===== config.mk =====
export PLATFORM = sky130hd
export DESIGN_NAME = ts_extender
export DESIGN_NICKNAME = d
export VERILOG_FILES = /design/src/rtl/ts_ext_pkg.sv /design/src/rtl/ts_ext_lane.sv /design/src/rtl/ts_ext_select.sv /design/src/rtl/ts_extender.sv
export SDC_FILE = /design/constraint.sdc
export NUM_CORES = 1
export LEC_CHECK = 0
export BUFFER_PORTS_ARGS = -buffer_cell sky130_fd_sc_hd__buf_2
export CELL_PAD_IN_SITES_DETAIL_PLACEMENT = 2
export CELL_PAD_IN_SITES_GLOBAL_PLACEMENT = 2
export CORE_MARGIN = 2
export CORE_UTILIZATION = 28
export CTS_BUF_LIST = sky130_fd_sc_hd__clkbuf_8
export CTS_CLUSTER_DIAMETER = 40
export CTS_CLUSTER_SIZE = 24
export DETAILED_ROUTE_END_ITERATION = 10
export PLACE_DENSITY = 0.94
export RECOVER_POWER = 50
export SLEW_MARGIN = 15
export SYNTH_ARGS = -nofsm -noshare
export SYNTH_HDL_FRONTEND = slang
export SYNTH_SLANG_ARGS = --single-unit

===== constraint.sdc =====
create_clock -name clk -period 5.9 [get_ports clk]
set_input_delay 1.475 -clock clk [delete_from_list [all_inputs] [get_ports clk]]
set_output_delay 1.475 -clock clk [all_outputs]
set_load 0.03 [all_outputs]

===== src/rtl/ts_ext_pkg.sv =====
package ts_ext_pkg;
    localparam int TIME_W   = 64;
    localparam int NARROW_W = 24;
    localparam int WIDE_W   = 32;
    localparam int PART_W   = WIDE_W;

    typedef enum logic {
        ST_IDLE    = 1'b0,
        ST_PRESENT = 1'b1
    } ext_state_e;
endpackage


===== src/rtl/ts_ext_lane.sv =====
module ts_ext_lane #(
    parameter int TW = 64,
    parameter int PW = 32,
    parameter int W  = 24
) (
    input  logic [PW-1:0] part,
    input  logic [TW-1:0] now,
    output logic [TW-1:0] cand
);
    localparam int HI_W = TW - W;

    logic [W-1:0]    cap_lo;
    logic [W-1:0]    now_lo;
    logic [HI_W-1:0] now_hi;
    logic            wrapped;

    always_comb begin
        cap_lo  = part[W-1:0];
        now_lo  = now[W-1:0];
        now_hi  = now[TW-1:W];
        wrapped = cap_lo > now_lo;
        cand    = {now_hi - HI_W'(wrapped), cap_lo};
    end
endmodule


===== src/rtl/ts_ext_select.sv =====
module ts_ext_select #(
    parameter int TW = 64,
    parameter int PW = 32,
    parameter int NW = 24,
    parameter int WW = 32
) (
    input  logic [PW-1:0] part,
    input  logic          wide,
    input  logic [TW-1:0] now,
    output logic [TW-1:0] result
);
    localparam int LANES = 2;
    localparam int LANE_W [LANES] = '{NW, WW};

    logic [TW-1:0] cand [LANES];

    for (genvar g = 0; g < LANES; g++) begin : g_lane
        ts_ext_lane #(.TW(TW), .PW(PW), .W(LANE_W[g])) u_lane (
            .part (part),
            .now  (now),
            .cand (cand[g])
        );
    end

    always_comb result = wide ? cand[1] : cand[0];
endmodule


===== src/rtl/ts_extender.sv =====
module ts_extender
    import ts_ext_pkg::*;
(
    input  logic              clk,
    input  logic              rst_n,
    input  logic              part_valid,
    input  logic [PART_W-1:0] part_ts,
    input  logic              part_wide,
    input  logic [TIME_W-1:0] now_time,
    output logic              ext_valid,
    output logic [TIME_W-1:0] ext_ts
);
    ext_state_e    state, state_nx;
    logic [TIME_W-1:0] merged;
    logic [TIME_W-1:0] result_q;

    ts_ext_select #(.TW(TIME_W), .PW(PART_W), .NW(NARROW_W), .WW(WIDE_W)) u_sel (
        .part   (part_ts),
        .wide   (part_wide),
        .now    (now_time),
        .result (merged)
    );

    always_comb begin
        state_nx = state;
        unique case (state)
            ST_IDLE:    if (part_valid)  state_nx = ST_PRESENT;
            ST_PRESENT: if (!part_valid) state_nx = ST_IDLE;
            default:    state_nx = ST_IDLE;
        endcase
    end

    always_ff @(posedge clk) begin
        if (!rst_n) state <= ST_IDLE;
        else        state <= state_nx;
    end

    always_ff @(posedge clk) begin
        if (!rst_n)          result_q <= '0;
        else if (part_valid) result_q <= merged;
    end

    always_comb begin
        ext_valid = (state == ST_PRESENT);
        ext_ts    = result_q;
    end

    assert_accept_latency_R2: assert property (@(posedge clk) disable iff (!rst_n)
        part_valid |=> ext_valid);
    assert_drain_latency_R2: assert property (@(posedge clk) disable iff (!rst_n)
        !part_valid |=> !ext_valid);
    assert_wide_low_bits_R5: assert property (@(posedge clk) disable iff (!rst_n)
        (part_valid && part_wide) |=> (ext_ts[WIDE_W-1:0] == $past(part_ts[WIDE_W-1:0])));
    assert_narrow_low_bits_R5: assert property (@(posedge clk) disable iff (!rst_n)
        (part_valid && !part_wide) |=> (ext_ts[NARROW_W-1:0] == $past(part_ts[NARROW_W-1:0])));
    assert_not_after_now_R7: assert property (@(posedge clk) disable iff (!rst_n)
        (part_valid && now_time[TIME_W-1:WIDE_W] != '0) |=> (ext_ts <= $past(now_time)));
    assert_hold_idle_R8: assert property (@(posedge clk) disable iff (!rst_n)
        !part_valid |=> $stable(ext_ts));
endmodule


# --- After elaboration in Yosys (flattened, before gate mapping) ---
# Index checks and enable logic that the tools add are counted.
op_classes:
  addsub: 2
  n_lt_le_gt_ge: 2
  mux: 2
op_table:
  columns: ["op", "n"]
  rows:
  - ["64-bit two-way mux", 1]
  - ["40-bit by 1-bit subtractor with 40-bit output", 1]
  - ["32-bit > comparator", 1]
  - ["32-bit by 1-bit subtractor with 32-bit output", 1]
  - ["24-bit > comparator", 1]
  - ["1-bit two-way mux", 1]
word_totals:
  reg_bits: 65
  inputBits: 100
  output_inout_bits: 65
  word_cells: 8

# --- Depth between registers and ports, before layout ---
depth:
  depth_word: 3
  ltp_mapped: 15
  mapped_depth_nobuf: 14

# --- Modules after synthesis ---
# From an unflattened synthesis, not the netlist that was laid out.
unflattened:
  cells_unflattened: 721
  area_unflattened_um2: 6712.7
modules_own_cells:
  columns: ["module", "n_inst", "cells_per_inst", "area_each_um2", "seq_area_each_um2"]
  rows:
  - ["ts_extender", 1, 208, 2489.9, 1301.2]
  - ["ts_ext_lane at u_sel.g_lane[1].u_lane", 1, 234, 1661.6, 0.0]
  - ["ts_ext_lane at u_sel.g_lane[0].u_lane", 1, 208, 1483.9, 0.0]
  - ["ts_ext_select", 1, 71, 1077.3, 0.0]

# --- Worst setup path before layout ---
# OpenSTA, ideal clock, no wires.
synth_path:
  path_type: "input to register"
  startpoint: "input port now_time[14]"
  endpoint: "register result_q[58], in the netlist ext_ts[58]"
  setup_time_ns: 0.074
  arrival_time_ns: 4.902
  required_ns: 5.826
  setup_slack_ns: 0.924
  stages: 14
  n_path_buf: 0
  cell_sequence: "inv_1 ha_1 nand4_1 or3_1 a21oi_1 o31a_1 o21ba_2 ha_1 ha_1 or4b_1 o31a_2 or4_1 or3_1 a31oi_1"
synth_via:
  elab_chain_len: 3
  elab_cells_between_ends: 5
  classes_between: "add/sub (2); order compare (2); mux (1)"
synth_lines:
  columns: ["item", "line", "text"]
  rows:
  - ["start, declared", "ts_extender.sv:9", "input logic [TIME_W-1:0] now_time,"]
  - ["32-bit > comparator or 24-bit > comparator (tied branches)", "ts_ext_lane.sv:21", "wrapped = cap_lo > now_lo;"]
  - ["32-bit by 1-bit subtractor with 32-bit output or 40-bit by 1-bit subtractor with 40-bit output (tied branches)", "ts_ext_lane.sv:22", "cand = {now_hi - HI_W'(wrapped), cap_lo};"]
  - ["64-bit two-way mux (*)", "ts_ext_select.sv:25", "always_comb result = wide ? cand[1] : cand[0];"]
  - ["end signal, assigned", "ts_extender.sv:40", "else if (part_valid) result_q <= merged;"]
  - ["end, declared", "ts_extender.sv:15", "logic [TIME_W-1:0] result_q;"]
# Mark *: on every way between the ends. The rest lies on a longest branch, timed or not.
# A chain may end at the register's enable or synchronous reset.

# --- Worst setup path after layout ---
layout_path:
  startpoint: "input port now_time[15]"
  endpoint: "register result_q[58], in the netlist ext_ts[58]"
# Same word-level chain as after synthesis.

==> impl_metrics.toml <==
[placement]
pre_cts_ws_ps = 337.6
gp_congestion = 0.8146
dp_hpwl_mm = 12.87
place_inst = 809
numPortBuffers = 164

[floorplanning]
rows = 43
die_height_um = 123.7
die_area_mm2 = 0.01530
die_w_um = 123.7
core-area_mm2 = 0.01393
initial_core_util = 0.2878
ios = 165

[hold_path]
hold_start = "ext_ts[32]$_SDFFE_PN0P_"
worstHoldEndpoint = "ext_ts[32]$_SDFFE_PN0P_"
worst_hold_path_type = "reg2reg"
hold_path_depth = 2

[setup_path]
critPathKind = "in2reg"
r2r_start = "ext_ts[58]$_SDFFE_PN0P_"
worstRegToRegCells = 2
r2r_slack_ps = 5090
crit_required_ps = 6160
crit_fanout = 7
r2r_end = "ext_ts[58]$_SDFFE_PN0P_"
endpoint_kind = "register"
startpoint_type = "input port"
crit_arrival_ps = 5480

[layout]
drive_gt1_frac = 0.2310
final_cells = 830
nNetsFinal = 777
fill_cells = 1670
area_growth_pct = 28.52

[detailed_routing]
ant_nets = 0
drt_pass1_iterations = 4
wl_mm = 16.30
via_count = 4324
drcViolationCount = 0
dr.first_iter.drc_count = 167
viasPerCell = 5.210
wl_per_cell_um = 19.64

[pwr]
leakage_nw = 2.302
vdd_ir_drop_max_v = 0.00009620
sw_frac_of_total = 0.3303
pwr-share-comb = 0.249
p_total_mw = 1.167
powerDensity_mw_per_mm2 = 226.5
clkPwrFrac = 0.336
intPower_uw = 781.7
switchingPower_uw = 385.5
seq_power_share = 0.415

[sta]
max_slew.worst_pin.slew_ps = 1619
fin_setup_tns_ps = 0
finalMaxSlewViolations = 98
post-route-min-period_ps = 5216
slew_headroom = -0.07950
rsz0062_at_grt = "false"
maxClockFrequency_mhz = 191.7
setup_violations = 0
setup_ws_ps = 683.5
hold_viol = 0
finClkSkew_ps = 0
fin_crit_sh = 0.8842

[clocking]
ctsHoldBuffers = 0
cts_htree_levels = 3
cts_made_buffers = 9
cts_tree = "yes"
post_cts_resized = 0
clock_path_buffers = 2
clkSlewWorstSetupHoldPaths_ps = 70
post-cts-setup-buffers = 0
cts_root_buf = "clkbuf_8"
cts.sink_count = 65
clk_latency_ps = 360

[global_route]
gr-total-overflow = 0
grt_pass1_wl_mm = 25.02
grt_start_max_net_pins = 96
grt_use_total = 0.2137
antenna_found_initial = 4
grt_pass1_vias = 4746

[synth]
syn_area_per_cell_um2 = 8.302
synth_edf_count = 0
ys_top_cells_by_count = "65 x dfxtp_1, 46 x nor2_1, 40 x a21oi_1, 40 x inv_1, 37 x o21ai_0"
synth_seq_area_share = 0.3245
yosysMostFrequentCell = "dfxtp_1"
syn-cell-area_mm2 = 0.004010
ys_ff_latch = 65
syn_inst = 483
ys_types = 48
ys_async_sr_fraction = 0
synth_ff_type = "dfxtp_1"
synth_nets = 619
yosysTopAreaCellShare = 0.3245
synth.area.top_cells = "dfxtp_1 32%, ha_1 11%, mux2i_1 7.0%"
synth_warnings = 0
yosysTopAreaCell = "dfxtp_1"

[status]
violations = "max-capacitance violations, max-slew violations"
status = "finished, violations left"

[flow_run]
drv_cap = 2
## worst max-delay path, stage by stage
cell	delay, ps
buf_2	90
inv_1	50
ha_1	290
nand4_1	190
or3_1	440
a21oi_1	180
o31a_1	140
o21ba_2	120
ha_1	180
ha_1	210
or4b_1	530
o31a_2	400
or4_1	620
or3_1	340
a31oi_1	220
## area by class of cell
| type | count | area, um^2 | area share |
|---|---|---|---|
| Clock buffer | 11 | 151.4 | 0.02938 |
| Tap cell | 180 | 225.2 | 0.04370 |
| Antenna cell | 5 | 12.51 | 0.002428 |
| Sequential cell | 65 | 1301 | 0.2525 |
| Inverter | 41 | 153.9 | 0.02986 |
| Multi-Input combinational cell | 355 | 2464 | 0.4780 |
| Timing Repair Buffer | 169 | 802.0 | 0.1556 |
| Clock inverter | 4 | 43.79 | 0.008497 |
## layer usage
metal / up-vias / track usage / part of all wire
li1: 2051 / - / -
met1: 2127 / 0.2480 / 0.41
met2: 112 / 0.3712 / 0.52
met3: 34 / 0.03663 / 0.041
met4: 0 / 0.1193 / 0.031
met5: - / 0 / 0
## sequential cells by signal, indices dropped and copies added, names as in the netlist
register and flops:
ext_valid 1, ext_ts 64
## how the worst max path moves through the flow
stage | startpoint | to | slack, ps | depth (start not counted)
finish | now_time[15] | ext_ts[58]$_SDFFE_PN0P_ | 680 | 15
global route | now_time[15] | ext_ts[58]$_SDFFE_PN0P_ | 450 | 15
CTS | now_time[15] | ext_ts[58]$_SDFFE_PN0P_ | 720 | 15
detailed placement | now_time[15] | ext_ts[58]$_SDFFE_PN0P_ | 340 | 15
global placement | part_ts[14] | ext_ts[60]$_SDFFE_PN0P_ | 650 | 14
floorplan | now_time[14] | ext_ts[58]$_SDFFE_PN0P_ | 920 | 14
## logic make-up after synthesis
family	Yosys count	synth area share
simple gates	139	0.1803
compound gates	120	0.1819
flops	65	0.3245
buf+inv	63	0.06115
fa+ha+maj	36	0.1123
xor+xnor	32	0.06989
mux	28	0.06989
## metrics by stage
| step | utilization | hold WS, ps | cell area, um^2 |
|---|---|---|---|
| after floorplan | - | 588.9 | 4010 |
| after global routing | 0.3697 | 509.6 | 5151 |
| after detailed placement | 0.3586 | 466.6 | 4997 |
| final | 0.3698 | 475.8 | 5154 |
| after CTS | 0.3726 | 476.9 | 5192 |
| after global placement | 0.3586 | 455.4 | 4997 |
## cells in the final DEF (no fill, tap or decap), types with 3 or more instances in the layout
| cell | Yosys | routed |
|---|---|---|
| dfxtp_1 | 65 | 65 |
| nor4_1 | 8 | 8 |
| clkbuf_1 | 16 | 43 |
| nor2b_1 | 3 | 3 |
| or4_1 | 5 | 5 |
| clkbuf_8 | 0 | 11 |
| nand3_1 | 10 | 10 |
| nor2_1 | 46 | 46 |
| mux2i_1 | 28 | 28 |
| or2_2 | 3 | 3 |
| nor4b_1 | 3 | 3 |
| o31ai_1 | 3 | 3 |
| ha_1 | 36 | 36 |
| or3_1 | 8 | 8 |
| inv_1 | 40 | 41 |
| buf_2 | 1 | 121 |
| xnor2_1 | 19 | 19 |
| xor2_1 | 13 | 13 |
| nand2_1 | 20 | 20 |
| diode_2 | 0 | 5 |
| a21oi_1 | 40 | 40 |
| nor3_1 | 12 | 12 |
| o21a_1 | 3 | 3 |
| a2111oi_0 | 4 | 4 |
| buf_4 | 0 | 4 |
| nand4_1 | 9 | 9 |
| o21ai_0 | 37 | 37 |
| a211oi_1 | 6 | 6 |
| o211ai_1 | 9 | 9 |
| a31oi_1 | 5 | 5 |
## power by group through the flow
stage | Combinational, mW | Clock, mW | Sequential (mW)
global placement | 0.277 | 0 | 0.491
global route | 0.321 | 0.422 | 0.487
finish | 0.291 | 0.392 | 0.484
detailed placement | 0.296 | 0 | 0.493
floorplan | 0.117 | 0 | 0.549
CTS | 0.299 | 0.406 | 0.484
Note: power is estimated with default switching activity, not from simulation.
